### config.mk
export PLATFORM = sky130hd
export DESIGN_NAME = ivr_vector_reg
export DESIGN_NICKNAME = d
export VERILOG_FILES = /design/src/rtl/ivr_pkg.sv /design/src/rtl/ivr_pending.sv /design/src/rtl/ivr_prio_enc.sv /design/src/rtl/ivr_vector_reg.sv
export SDC_FILE = /design/constraint.sdc
export NUM_CORES = 1
export LEC_CHECK = 0
export BUFFER_PORTS_ARGS = -buffer_cell sky130_fd_sc_hd__buf_2
export CAP_MARGIN = 5
export CORE_AREA = 2 2 39 41
export CTS_BUF_LIST = sky130_fd_sc_hd__clkbuf_4 sky130_fd_sc_hd__clkbuf_8
export CTS_CLUSTER_DIAMETER = 200
export DETAILED_ROUTE_END_ITERATION = 8
export DIE_AREA = 0 0 41 43
export GPL_TIMING_DRIVEN = 0
export PLACE_DENSITY = 0.72
export SYNTH_ARGS = -nofsm -noshare
export SYNTH_HDL_FRONTEND = slang
export SYNTH_SLANG_ARGS = --single-unit
### constraint.sdc
create_clock -name clk -period 2.9 [get_ports clk]
set_input_delay 0.58 -clock clk [delete_from_list [all_inputs] [get_ports clk]]
set_output_delay 0.58 -clock clk [all_outputs]
set_load 0.005 [all_outputs]
### src/rtl/ivr_pkg.sv
package ivr_pkg;

  typedef enum logic [2:0] {
    VEC_NONE     = 3'd0,
    VEC_ARB_LOST = 3'd1,
    VEC_NACK     = 3'd2,
    VEC_ACC_RDY  = 3'd3,
    VEC_RX_RDY   = 3'd4,
    VEC_TX_RDY   = 3'd5
  } vec_code_e;

  // code reported for source index idx
  function automatic int unsigned code_of_index(input int unsigned idx);
    return idx + 1;
  endfunction

endpackage

### src/rtl/ivr_pending.sv
module ivr_pending #(
  parameter int NUM_SRC = 5
) (
  input  logic               clk,
  input  logic               rst_n,
  input  logic [NUM_SRC-1:0] set_i,
  input  logic [NUM_SRC-1:0] clr_i,
  output logic [NUM_SRC-1:0] pend_o
);
  // a set in the same cycle as a clear wins, so no event is lost
  always_ff @(posedge clk) begin
    if (!rst_n) pend_o <= '0;
    else        pend_o <= (pend_o & ~clr_i) | set_i;
  end
endmodule

### src/rtl/ivr_prio_enc.sv
module ivr_prio_enc #(
  parameter int NUM_SRC = 5,
  parameter int CODE_W  = $clog2(NUM_SRC + 1)
) (
  input  logic [NUM_SRC-1:0] req_i,
  output logic [NUM_SRC-1:0] grant_o,
  output logic [CODE_W-1:0]  code_o
);
  import ivr_pkg::*;

  logic [NUM_SRC:0] below;
  assign below[0] = 1'b0;

  for (genvar i = 0; i < NUM_SRC; i++) begin : g_chain
    assign grant_o[i]  = req_i[i] & ~below[i];
    assign below[i+1]  = below[i] | req_i[i];
  end

  always_comb begin
    code_o = '0;
    for (int i = 0; i < NUM_SRC; i++)
      if (grant_o[i]) code_o = code_o | CODE_W'(code_of_index(i));
  end
endmodule

### src/rtl/ivr_vector_reg.sv
module ivr_vector_reg #(
  parameter int          NUM_SRC    = 5,
  parameter int          DATA_W     = 16,
  parameter int          ADDR_W     = 8,
  parameter logic [7:0]  VEC_OFFSET = 8'h0C
) (
  input  logic               clk,
  input  logic               rst_n,
  input  logic [NUM_SRC-1:0] evt_pulse,
  input  logic               rd_stb,
  input  logic [ADDR_W-1:0]  rd_addr,
  output logic [DATA_W-1:0]  rd_data,
  output logic               irq
);
  localparam int CODE_W = $clog2(NUM_SRC + 1);

  logic [NUM_SRC-1:0] pend;
  logic [NUM_SRC-1:0] grant;
  logic [NUM_SRC-1:0] clr_mask;
  logic [CODE_W-1:0]  code;
  logic               rd_hit;

  assign rd_hit   = rd_stb && (rd_addr == ADDR_W'(VEC_OFFSET));
  assign clr_mask = rd_hit ? grant : '0;

  ivr_pending #(.NUM_SRC(NUM_SRC)) u_pend (
    .clk    (clk),
    .rst_n  (rst_n),
    .set_i  (evt_pulse),
    .clr_i  (clr_mask),
    .pend_o (pend)
  );

  ivr_prio_enc #(.NUM_SRC(NUM_SRC), .CODE_W(CODE_W)) u_enc (
    .req_i   (pend),
    .grant_o (grant),
    .code_o  (code)
  );

  always_ff @(posedge clk) begin
    if (!rst_n)      rd_data <= '0;
    else if (rd_hit) rd_data <= DATA_W'(code);
    else if (rd_stb) rd_data <= '0;
  end

  assign irq = |pend;
endmodule

==> metrics.yaml <==
setup_path:
  start_kind: "flip-flop"
  slowest_stage: "or4_1"
  cp_data_arrival_time_ns: 1.41
  crit_chain: "or2_1 -> or4_1 -> buf_2"
  cpPeakStageDelay_ns: 0.42
  cp_num_buf_inv: 1
  path_max_fanout: 5
  critPathTopFamily: "simple AND/OR/NAND/NOR gates"
  critPathRequiredTime_ns: 2.32
  timing.rr.start: "u_pend.pend_o[0]$_SDFF_PN0_"
  end_kind: "output pin"
  crit_type: "reg -> out"
  critPathLaunch: "u_pend.pend_o[2]$_SDFF_PN0_"
global_routing:
  grt_pass1_wl_um: 1370
  grt_max_degree: 11
  grt_pass1_vias: 344
  grt.overflow.total: 0
  antenna_found_initial: 0
  gr-usage-all-layers: 0.118
route:
  route.detailed.drc: 0
  drt_wl_total_um: 954
  first_iter_violations: 7
  ant_nets: 0
  vias: 453
  via_per_inst: 4.23
  drtPass1Iterations: 3
  post_drt_wl_per_cell_um: 8.92
floorplan:
  dieArea_um2: 1760
  die_x_um: 41
  die_y_um: 43
  ios: 33
  row_count: 14
  start_util: 0.354
  coreArea_um2: 1380
synth:
  ys_types: 24
  synth-seq-area-share: 0.327
  synth_ff_type: "dfxtp_1"
  synth_top_area_frac: 0.327
  synth_commonest_cells: "buf_4 (13), dfxtp_1 (8), a21oi_1 (4), nand2_1 (4), o21ai_0 (4)"
  synth.most_common_cell: "buf_4"
  async_reset_ff_frac: 0
  yosys_warnings: 0
  synth_area_leader_cell: "dfxtp_1"
  syn_area_um2: 490
  syn_inst: 57
  synth_area_leaders: "dfxtp_1 (33%), buf_4 (20%), nor4_4 (4.3%)"
  synth-seq-cells: 8
  syn_area_per_cell_um2: 8.60
  synth_enable_flop_cells: 0
placed_design:
  io_buffers: 19
  place.gp.congestion: 0.725
sta:
  hold_viol: 0
  period_minus_slack_ns: 1.99
  setup_violations: 0
  whs_ns: 0.461
  fin_tns_setup_ns: 0
  finClkSkew_ns: 0.00426
  finalCritPeriodShare: 0.685
  slew_violations: 0
  rsz0062_at_grt: "false"
  clock.fmax_ghz: 0.504
final_layout:
  finish.utilization: 0.486
  area_delta_synth_final_pct: 37.2
  diodes: 0
  drive_above_1_share: 0.429
  nets: 109
clock_tree:
  ctsResizeCount: 0
  cts_setup_buffers: 0
  insertion_delay_ns: 0.26
  root_buffer: "clkbuf_4"
  cts_max_level: 1
  path_clk_slew_ns: 0.05
  clock-sinks: 8
  cts_tree: "yes"
  cts-buffers-inserted: 3
  cts_hold_buf: 0
  clock_path_buffers: 2
hold_path:
  holdCritPathClass: "reg -> reg"
  holdCritStartpoint: "rd_data[1]$_SDFFE_PN0P_"
run:
  maxCapViolCount: 0
status:
  status: "finished, final reports clean"
pwr:
  peakVddDrop_mv: 0.225
  p_per_area_nw_per_um2: 382
  leakage_nw: 0.345
==> worst register-to-register path, cell delays in order, from the launching register on <==
cell,delay [ns]
dfxtp_1,0.33
or4b_1,0.48
nor3_2,0.33
o21ai_0,0.16
==> where the power goes <==
group | total [mW] | switching, mW | leakage (nW) | internal (mW)
logic | 0.0500 | 0.0220 | 0.265 | 0.0280
clock network | 0.0865 | 0.0391 | 0.0138 | 0.0474
registers | 0.121 | 0.00509 | 0.0662 | 0.116
==> registers in the layout (all words and copies together), names as in the netlist <==
| name | flops |
|---|---|
| rd_data | 3 |
| u_pend.pend_o | 5 |
==> logic make-up (layout without fill, tap and decap cells) <==
group,after synthesis,after routing,share of synthesized area
AO/OA/AOI/OAI,12,12,0.153
buffers and inverters,15,37,0.214
flip-flops,8,8,0.327
other,1,13,0.00765
AND/OR/NAND/NOR,21,21,0.298
==> cell usage in the layout, fill, tap and decap left out, types with 2 or more instances in the layout <==
master     n
clkbuf_4   3
o21ai_0    4
buf_2     19
nand2b_1   3
a21oi_1    4
buf_4     13
nand2_1    4
nor2_1     3
dfxtp_1    8
conb_1    13
nor2b_1    2
==> through the flow <==
stage / instance area [µm²] / total power [mW] / instances / setup WS [ns]
finish: 673 / 0.257 / 107 / 0.914
global route: 673 / 0.273 / 107 / 0.838
CTS: 673 / 0.259 / 107 / 0.914
detailed placement: 651 / 0.173 / 104 / 0.992
global placement: 651 / 0.171 / 104 / 1.06
floorplan: 536 / 0.156 / 69 / 1.26
==> final cells by class <==
class / count / area (µm²)
Inverter: 1 / 3.75
Fill cell: 156 / 711
Clock buffer: 3 / 22.5
Sequential cell: 8 / 160
Multi-Input combinational cell: 46 / 270
Timing Repair Buffer: 19 / 95.1
Tap cell: 16 / 20.0
Buffer: 14 / 101
==> final timing paths <==
path / to / slack, ns / cells past startpoint
setup / recovery: irq / 0.91 / 3
hold / removal: rd_data[1]$_SDFFE_PN0P_ / 0.46 / 1
setup reg to reg: u_pend.pend_o[1]$_SDFF_PN0_ / 1.46 / 3
hold reg to reg: rd_data[1]$_SDFFE_PN0P_ / 0.46 / 1
==> layer usage <==
metal / vias up / GRT usage / share of wire
li1: 240 / - / -
met1: 186 / 0.117 / 0.39
met2: 24 / 0.197 / 0.46
met3: 3 / 0.0628 / 0.13
met4: 0 / 0.0400 / 0.012
met5: - / 0 / 0
(Power assumes the default switching activity.)
